File: src/rtl/aux_pwm_pkg.sv
package aux_pwm_pkg;

  typedef enum logic {
    MODE_OFFSET = 1'b0,
    MODE_INDEP  = 1'b1
  } aux_mode_e;

endpackage

File: src/rtl/aux_pwm_prescale.sv
module aux_pwm_prescale #(
  parameter int DIV = 2
) (
  input  logic clk,
  input  logic rst_n,
  input  logic en,
  output logic tick
);
  localparam int PW = (DIV > 1) ? $clog2(DIV) : 1;
  localparam logic [PW-1:0] LAST = PW'(DIV - 1);

  logic [PW-1:0] pre_q, pre_d;

  assign tick = en && (pre_q == LAST);

  always_comb begin
    if (!en || tick) pre_d = '0;
    else             pre_d = pre_q + PW'(1);
  end

  always_ff @(posedge clk or negedge rst_n) begin
    if (!rst_n) pre_q <= '0;
    else        pre_q <= pre_d;
  end
endmodule

File: src/rtl/aux_pwm_chan_cnt.sv
module aux_pwm_chan_cnt #(
  parameter int W = 16
) (
  input  logic         clk,
  input  logic         rst_n,
  input  logic         en,
  input  logic         run,
  input  logic         tick,
  input  logic         load_req,
  input  logic [W-1:0] per_in,
  input  logic [W-1:0] on_in,
  output logic [W-1:0] cnt,
  output logic [W-1:0] per_q,
  output logic [W-1:0] on_q,
  output logic         wrap
);
  logic [W-1:0] cnt_d, per_d, on_d;
  logic         shadow_ld;

  assign wrap      = run && tick && (cnt == per_q);
  assign shadow_ld = !en || load_req;

  always_comb begin
    if (!run)       cnt_d = '0;
    else if (wrap)  cnt_d = '0;
    else if (tick)  cnt_d = cnt + W'(1);
    else            cnt_d = cnt;
    per_d = shadow_ld ? per_in : per_q;
    on_d  = shadow_ld ? on_in  : on_q;
  end

  always_ff @(posedge clk or negedge rst_n) begin
    if (!rst_n) begin
      cnt   <= '0;
      per_q <= '0;
      on_q  <= '0;
    end else begin
      cnt   <= cnt_d;
      per_q <= per_d;
      on_q  <= on_d;
    end
  end
endmodule

File: src/rtl/aux_pwm_cmp.sv
module aux_pwm_cmp #(
  parameter int W = 16
) (
  input  logic [W-1:0] cnt,
  input  logic [W-1:0] span,
  input  logic [W-1:0] delay,
  input  logic [W-1:0] on_val,
  input  logic         shift_en,
  output logic         hit
);
  localparam int XW = W + 1;

  logic [W-1:0]  d_eff;
  logic [XW-1:0] phase;

  always_comb begin
    d_eff = (delay > span) ? span : delay;
    if (!shift_en)
      phase = {1'b0, cnt};
    else if (cnt >= d_eff)
      phase = {1'b0, cnt} - {1'b0, d_eff};
    else
      phase = {1'b0, cnt} + {1'b0, span} + XW'(1) - {1'b0, d_eff};
    hit = phase < {1'b0, on_val};
  end
endmodule

File: src/rtl/aux_pwm_pair.sv
module aux_pwm_pair
  import aux_pwm_pkg::*;
#(
  parameter int W        = 16,
  parameter int TICK_DIV = 2
) (
  input  logic         clk,
  input  logic         rst_n,
  input  logic         en,
  input  logic         indep_mode,
  input  logic [W-1:0] period0,
  input  logic [W-1:0] period1,
  input  logic [W-1:0] on_time0,
  input  logic [W-1:0] on_time1,
  output logic         pwm0,
  output logic         pwm1
);
  localparam int NCH = 2;

  logic                  tick;
  aux_mode_e             mode_q, mode_d, mode_in;
  logic [NCH-1:0][W-1:0] per_in, on_in, cnt, per_q, on_q;
  logic [NCH-1:0]        wrap, run, load_req;
  logic [W-1:0]          cnt1_sel;
  logic                  hit0, hit1, mode_is_indep;

  assign per_in        = {period1, period0};
  assign on_in         = {on_time1, on_time0};
  assign mode_in       = aux_mode_e'(indep_mode);
  assign mode_is_indep = (mode_q == MODE_INDEP);

  aux_pwm_prescale #(.DIV(TICK_DIV)) u_pre (
    .clk(clk), .rst_n(rst_n), .en(en), .tick(tick)
  );

  always_comb begin
    run[0]      = en;
    run[1]      = en && mode_is_indep;
    load_req[0] = wrap[0];
    load_req[1] = wrap[1] ||
                  (wrap[0] && (!mode_is_indep || (mode_in == MODE_OFFSET)));
    mode_d      = (!en || wrap[0]) ? mode_in : mode_q;
  end

  always_ff @(posedge clk or negedge rst_n) begin
    if (!rst_n) mode_q <= MODE_OFFSET;
    else        mode_q <= mode_d;
  end

  for (genvar g = 0; g < NCH; g++) begin : g_ch
    aux_pwm_chan_cnt #(.W(W)) u_cnt (
      .clk(clk), .rst_n(rst_n), .en(en), .run(run[g]), .tick(tick),
      .load_req(load_req[g]), .per_in(per_in[g]), .on_in(on_in[g]),
      .cnt(cnt[g]), .per_q(per_q[g]), .on_q(on_q[g]), .wrap(wrap[g])
    );
  end

  assign cnt1_sel = mode_is_indep ? cnt[1] : cnt[0];

  aux_pwm_cmp #(.W(W)) u_cmp0 (
    .cnt(cnt[0]), .span(per_q[0]), .delay('0), .on_val(on_q[0]),
    .shift_en(1'b0), .hit(hit0)
  );

  aux_pwm_cmp #(.W(W)) u_cmp1 (
    .cnt(cnt1_sel), .span(per_q[0]), .delay(per_q[1]), .on_val(on_q[1]),
    .shift_en(!mode_is_indep), .hit(hit1)
  );

  assign pwm0 = en && hit0;
  assign pwm1 = en && hit1;
endmodule

File: config.mk
export PLATFORM = sky130hd
export DESIGN_NAME = aux_pwm_pair
export DESIGN_NICKNAME = d
export VERILOG_FILES = /design/src/rtl/aux_pwm_pkg.sv /design/src/rtl/aux_pwm_prescale.sv /design/src/rtl/aux_pwm_chan_cnt.sv /design/src/rtl/aux_pwm_cmp.sv /design/src/rtl/aux_pwm_pair.sv
export SDC_FILE = /design/constraint.sdc
export NUM_CORES = 1
export LEC_CHECK = 0
export BUFFER_PORTS_ARGS = -buffer_cell sky130_fd_sc_hd__clkbuf_2
export CAP_MARGIN = 25
export CORE_MARGIN = 5
export CORE_UTILIZATION = 56
export CTS_CLUSTER_SIZE = 20
export DETAILED_ROUTE_END_ITERATION = 12
export GPL_TIMING_DRIVEN = 1
export PLACE_DENSITY = 0.82
export SLEW_MARGIN = 5
export SYNTH_ARGS = -nofsm -noshare
export SYNTH_HDL_FRONTEND = slang
export SYNTH_SLANG_ARGS = --single-unit
File: constraint.sdc
create_clock -name clk -period 6.25 [get_ports clk]
set_input_delay 0.3125 -clock clk [delete_from_list [all_inputs] [get_ports clk]]
set_output_delay 0.3125 -clock clk [all_outputs]
set_load 0.005 [all_outputs]
==> flow_metrics.env, run 1 <==
export IMPL_io_pins=70
export IMPL_crit_type="flop to output port"
export IMPL_fp_dieArea_mm2=0.01739
export IMPL_drt_iter0_markers=765
export IMPL_worst_slack_ns=-0.5606
export IMPL_ant_nets=0
export IMPL_fin_setup_tns_ns=-0.5606
export IMPL_violations="negative setup slack"
export IMPL_rsz0062_at_grt="true"
export IMPL_clock_latency_ns=0.37
export IMPL_hpwl_mm=18.15
export IMPL_worstSetupStartpointType="flop"
export IMPL_slew_headroom_pct=29.98
export IMPL_firstDrtPassIters=6
export IMPL_period_needed_ns=6.811
export IMPL_syn_num_nets=1096
export IMPL_ys_top_cells_by_count="100 x inv_1, 98 x dfrtp_1, 90 x o21ai_0"
export IMPL_finalSetupViolCount=1
export IMPL_final_core_util_pct=69.49
export IMPL_rows=44
export IMPL_syn_area_per_cell_um2=8.954
export IMPL_yosysTopAreaCellShare_pct=29.48
export IMPL_cts_tree="yes"
export IMPL_netlist_cell_type_count=59
export IMPL_tightest_slew_ns=1.050
export IMPL_cp_num_buf_inv=3
export IMPL_fp_dieW_um=131.9
export IMPL_gp_congestion=0.9464
export IMPL_grt_use_total_pct=27.62
export IMPL_grt_first_pass_wirelength_mm=39.14
export IMPL_required_ns=5.94
export IMPL_ys_warn_count=0
export IMPL_htree_levels=3
export IMPL_io_buffers=69
export IMPL_endpoint_kind="output port"
export IMPL_grt_max_degree=72
export IMPL_max_freq_mhz=146.8
export IMPL_ys_flop_type="dfrtp_1"
export IMPL_ys_async_sr_fraction_pct=100.0
export IMPL_drv_cap=0
export IMPL_cts_root_buffer="clkbuf_16"
export IMPL_yosysSeqAreaShare_pct=29.48
export IMPL_hold_viol=0
export IMPL_yosysMostFrequentCell="inv_1"
export IMPL_start_util_pct=57.23
export IMPL_slew_violations=0
export IMPL_crit_path_max_fanout=6
export IMPL_vdd_ir_drop_max_v=0.0001746
export IMPL_grt_antenna_before_repair=2
export IMPL_crit_family="compound AO/OA/AOI/OAI gates"
export IMPL_cts_buffers=9
export IMPL_slowest_stage="fa_1"
export IMPL_drive_gt1_share_pct=27.47
export IMPL_gr_total_overflow=0
export IMPL_clkSinkCount=98
export IMPL_yosysTopAreaCell="dfrtp_1"
export IMPL_wirelength_mm=24.29
export IMPL_syn_inst=929
export IMPL_core_area_mm2=0.01453
export IMPL_vias=7673
export IMPL_post_drt_wl_per_cell_um=19.14
export IMPL_clock_path_buffers=2
export IMPL_fillerInstances=1116
export IMPL_final_net_count=1247
export IMPL_cp_arrival_ns=6.50
export IMPL_ys_ff_latch=98
export IMPL_period_share_pct=109.0
export IMPL_hold_path_class="primary input to flop"
export IMPL_grt_pass1_vias=7566
export IMPL_synth_edf_count=0
export IMPL_powerDensity_mw_per_mm2=250.8
export IMPL_outcome="finished with violations"
export IMPL_leakagePower_nw=4.888
export IMPL_fin_hold_ws_ns=0.1503
export IMPL_max_stage_delay_ns=0.47
export IMPL_path_clk_slew_ns=0.07
export IMPL_netlist_area_mm2=0.008318
export IMPL_drc=0
export IMPL_dieHeight_um=131.9
export IMPL_viasPerCell=6.046
export IMPL_cpMostUsedCell="o21a_1"
export IMPL_synth_area_leaders="dfrtp_1 29%, ha_1 12%, mux2_2 8.5%"
export IMPL_num_antenna_cells=0
export IMPL_area_growth_syn_to_layout_pct=21.42
export IMPL_fin_skew_ns=0.01226
[metal layers]
layer / GRT usage [%] / routed length, µm / part of all wire (%) / up-vias
met2: 45.90 / 11540 / 48 / 349
met5: 0 / 21 / 0.086 / -
met3: 5.649 / 1854 / 7.6 / 95
met4: 13.60 / 1290 / 5.3 / 4
met1: 34.17 / 9586 / 39 / 3685
li1: - / - / - / 3540
[worst reg2reg max path, delay by kind of cell, from the launching register on]
family	cells	cell delay, ns
AOI/OAI and AO/OA	2	0.27
DFF	1	0.51
and+or+nand+nor	6	2.35
[sequential cells by signal (all words and copies together) (netlist names)]
register	flops
u_pre.pre_q	1
g_ch.u_cnt.per_q	32
mode_is_indep	1
g_ch.u_cnt.on_q	32
g_ch.u_cnt.cnt	32
[final cells by class]
| type | instances | area [µm²] | area share, % |
|---|---|---|---|
| Inverter | 100 | 375.4 | 3.717 |
| Tap cell | 184 | 230.2 | 2.279 |
| Timing Repair Buffer | 173 | 1159 | 11.47 |
| Clock inverter | 7 | 61.31 | 0.6070 |
| Sequential cell | 98 | 2454 | 24.29 |
| Multi-Input combinational cell | 698 | 5595 | 55.40 |
| Clock buffer | 9 | 225.2 | 2.230 |
[worst paths after layout]
kind	startpoint	endpoint	slack, ns	depth (start not counted)
max in group asynchronous	rst_n	g_ch[0].u_cnt.per_q[1]	4.54	3
worst max register to register	u_pre.pre_q	g_ch[1].u_cnt.cnt[3]	2.97	8
worst min-delay path	on_time0[4]	g_ch[0].u_cnt.on_q[4]	0.15	3
min in group asynchronous	rst_n	g_ch[0].u_cnt.on_q[4]	0.42	2
worst max-delay path	g_ch[0].u_cnt.per_q[1]	pwm1	-0.56	30
worst min register to register	g_ch[1].u_cnt.on_q[12]	g_ch[1].u_cnt.on_q[12]	0.51	1
[layout by cell type, fill, tap and decap left out, types with 7 or more instances in the layout]
cell	n
dfrtp_1	97
o21a_1	14
ha_1	73
xnor2_1	49
mux2_2	61
buf_4	100
nor3_1	7
nand2b_1	14
a21o_1	15
nand4_1	25
inv_1	97
fa_1	15
nor2_1	47
mux2i_1	17
clkbuf_16	9
o21ai_0	84
a21oi_1	33
xor2_1	23
nand3_1	24
clkbuf_2	68
and3_1	16
nand2_1	72
[what timing repair did]
item,CTS,global route
endpoints found under the hold margin,27,0
buffers inserted,5,0
gates resized for setup,31,23
endpoints found under the setup margin,1,1
hold buffers,1,0
pin swaps,27,10
cloned,1,0
[logic make-up (layout without fill, tap and decap cells)]
group,after synthesis,in the layout,share of synthesized area [%]
muxes,86,86,11.34
adders and majority gates,99,99,16.43
and+or+nand+nor,250,250,15.10
AOI/OAI and AO/OA,191,191,13.82
DFF,98,98,29.48
xor gates and xnor gates,72,72,7.581
buffers and inverters,133,289,6.243
[metrics by stage]
| step | setup slack, ns | instance area [µm²] | total power [mW] | cells |
|---|---|---|---|---|
| after global routing | -0.7739 | 10100 | 2.681 | 1269 |
| after floorplan | 0.01329 | 8339 | 1.452 | 929 |
| after detailed placement | -0.3371 | 9512 | 1.830 | 1246 |
| after global placement | -0.1612 | 9512 | 1.800 | 1246 |
| final | -0.5606 | 10100 | 2.533 | 1269 |
| after CTS | -0.4778 | 10000 | 2.463 | 1269 |
[where the power goes]
part           switching (mW)  internal, mW
clock network           0.281         0.278
registers              0.0269         0.676
logic                   0.638         0.633
total                   0.946          1.59
(Power assumes the default switching activity.)
==> run 2, diff against run 1 <==
--- a/config.mk
+++ b/config.mk
@@ -8,11 +8,12 @@
 export BUFFER_PORTS_ARGS = -buffer_cell sky130_fd_sc_hd__clkbuf_2
 export CAP_MARGIN = 25
 export CORE_MARGIN = 5
-export CORE_UTILIZATION = 56
+export CORE_UTILIZATION = 55
 export CTS_CLUSTER_SIZE = 20
 export DETAILED_ROUTE_END_ITERATION = 12
 export GPL_TIMING_DRIVEN = 1
-export PLACE_DENSITY = 0.82
+export PLACE_DENSITY = 0.81
+export RECOVER_POWER = 25
 export SLEW_MARGIN = 5
 export SYNTH_ARGS = -nofsm -noshare
 export SYNTH_HDL_FRONTEND = slang
==> run 2 against run 1 <==
The flow finishes with violations (max-capacitance violations, max-slew violations, negative setup slack). Critical path type unchanged. Maximum frequency is 1.5% lower. Sequential cell count stayed put. Wire length is 1.5% lower. Die area is 1.7% higher.
==> flow_metrics.env, run 2 (same netlist as run 1, synthesis figures left out) <==
export IMPL_drc=0
export IMPL_required_ns=5.94
export IMPL_post_drt_wl_per_cell_um=18.63
export IMPL_outcome="finished with violations"
export IMPL_max_freq_mhz=144.6
export IMPL_final_cell_mix="109 x buf_4, 99 x inv_1, 97 x dfrtp_1"
export IMPL_period_share_pct=110.7
export IMPL_final_net_count=1258
export IMPL_worst_slack_ns=-0.6668
export IMPL_postPlaceCellArea_mm2=0.009579
export IMPL_wl_met1_mm=9.821
export IMPL_tightest_slew_ns=2.489
export IMPL_io_pins=70
export IMPL_wl_met3_mm=1.767
export IMPL_reg_top3="g_ch.u_cnt.cnt x32, g_ch.u_cnt.on_q x32, g_ch.u_cnt.per_q x32"
export IMPL_rows=45
export IMPL_crit_path_max_fanout=6
export IMPL_gp_congestion=0.9640
export IMPL_powerDensity_mw_per_mm2=252.5
export IMPL_hold_viol=0
export IMPL_cts_tree="yes"
export IMPL_leakagePower_nw=4.931
export IMPL_io_buffers=69
export IMPL_wl_met2_mm=11.30
export IMPL_worstSetupStartpointType="flop"
export IMPL_drive_gt1_share_pct=27.83
export IMPL_clkSinkCount=98
export IMPL_violations="max-capacitance violations, max-slew violations, negative setup slack"
export IMPL_vias=7580
export IMPL_fillerInstances=1146
export IMPL_fp_dieArea_mm2=0.01768
export IMPL_firstDrtPassIters=6
export IMPL_fin_area_mm2=0.01019
export IMPL_num_antenna_cells=0
export IMPL_fin_skew_ns=0.009601
export IMPL_cts_root_buffer="clkbuf_16"
export IMPL_path_clk_slew_ns=0.07
export IMPL_crit_type="flop to output port"
export IMPL_clock_latency_ns=0.37
export IMPL_rsz0062_at_grt="true"
export IMPL_drt_iter0_markers=551
export IMPL_final_common_cell="buf_4"
export IMPL_grt_use_total_pct=26.96
export IMPL_core_area_mm2=0.01503
export IMPL_top_layer="met4"
export IMPL_clock_path_buffers=2
export IMPL_hpwl_mm=18.19
export IMPL_crit_family="compound AO/OA/AOI/OAI gates"
export IMPL_slew_headroom_pct=-65.96
export IMPL_dpl_cell_count=1259
export IMPL_slowest_stage="fa_1"
export IMPL_grt_max_degree=63
export IMPL_cpMostUsedCell="o21a_1"
export IMPL_max_stage_delay_ns=0.49
export IMPL_grt_pass1_vias=7430
export IMPL_cp_num_buf_inv=4
export IMPL_fp_dieW_um=133.0
export IMPL_cts_buffers=9
export IMPL_wirelength_mm=23.93
export IMPL_htree_levels=3
export IMPL_grt_antenna_before_repair=0
export IMPL_hold_path_class="primary input to flop"
export IMPL_dieHeight_um=133.0
export IMPL_slew_violations=44
export IMPL_ant_nets=0
export IMPL_cp_arrival_ns=6.60
export IMPL_area_growth_syn_to_layout_pct=22.56
export IMPL_finalSetupViolCount=1
export IMPL_period_needed_ns=6.917
export IMPL_p_total_mw=2.575
export IMPL_viasPerCell=5.903
export IMPL_grt_first_pass_wirelength_mm=37.44
export IMPL_endpoint_kind="output port"
export IMPL_gr_total_overflow=0
export IMPL_fin_cells=1284
export IMPL_start_util_pct=55.33
export IMPL_drv_cap=1
export IMPL_vdd_ir_drop_max_v=0.0001429
export IMPL_dp_slack_ns=-0.3672
[run 2: path summary, 6_finish.rpt]
kind | slack [ns] | cells after the start | startpoint | to
max | -0.67 | 32 | g_ch[1].u_cnt.per_q[1] | pwm1
max in group asynchronous | 2.61 | 3 | rst_n | g_ch[1].u_cnt.cnt[13]
min in group asynchronous | 1.25 | 2 | rst_n | g_ch[0].u_cnt.on_q[0]
min | 0.14 | 3 | on_time0[14] | g_ch[0].u_cnt.on_q[14]
max reg2reg | 2.98 | 8 | u_pre.pre_q | g_ch[1].u_cnt.cnt[4]
min reg2reg | 0.51 | 1 | g_ch[1].u_cnt.on_q[4] | g_ch[1].u_cnt.on_q[4]
[run 2: power by group]
part / total, mW / internal (mW) / switching [mW]
clock: 0.564 / 0.297 / 0.268
sequential: 0.704 / 0.676 / 0.0284
combinational: 1.31 / 0.653 / 0.653
[run 2: worst min-delay path, stage by stage]
cell	delay, ns
clkbuf_2	0.07
nand2_1	0.03
o21ai_0	0.05
[run 2: repair_timing]
action,in CTS,in global routing
hold endpoints to repair,42,0
setup endpoints to repair,1,1
hold buffers,1,0
gates cloned,1,0
pin swaps,28,16
resized for setup,30,19
setup buffers,5,2
[run 2: final cells by class]
type | count | area, µm² | share of cell area (%)
Clock buffer | 12 | 256.5 | 2.516
Clock inverter | 4 | 33.78 | 0.3314
Inverter | 100 | 375.4 | 3.682
Multi-Input combinational cell | 698 | 5597 | 54.90
Sequential cell | 98 | 2454 | 24.07
Tap cell | 188 | 235.2 | 2.307
Timing Repair Buffer | 184 | 1244 | 12.20
[run 2: metal layers]
layer  global-route usage, %  vias up
met5                       0        -
met4                   11.84        0
met3                   5.779       72
met2                   44.30      352
met1                   34.23     3596
li1                        -     3560
[run 2: through the flow]
step                      TNS (ns)  utilization, %  hold slack, ns
after floorplan                  0               -         0.01691
after global placement     -0.1244           63.72          0.3431
after detailed placement   -0.3672           63.72          0.3454
after CTS                  -0.5164           67.20          0.1427
after global routing       -0.9721           67.82          0.1491
final                      -0.6668           67.82          0.1449
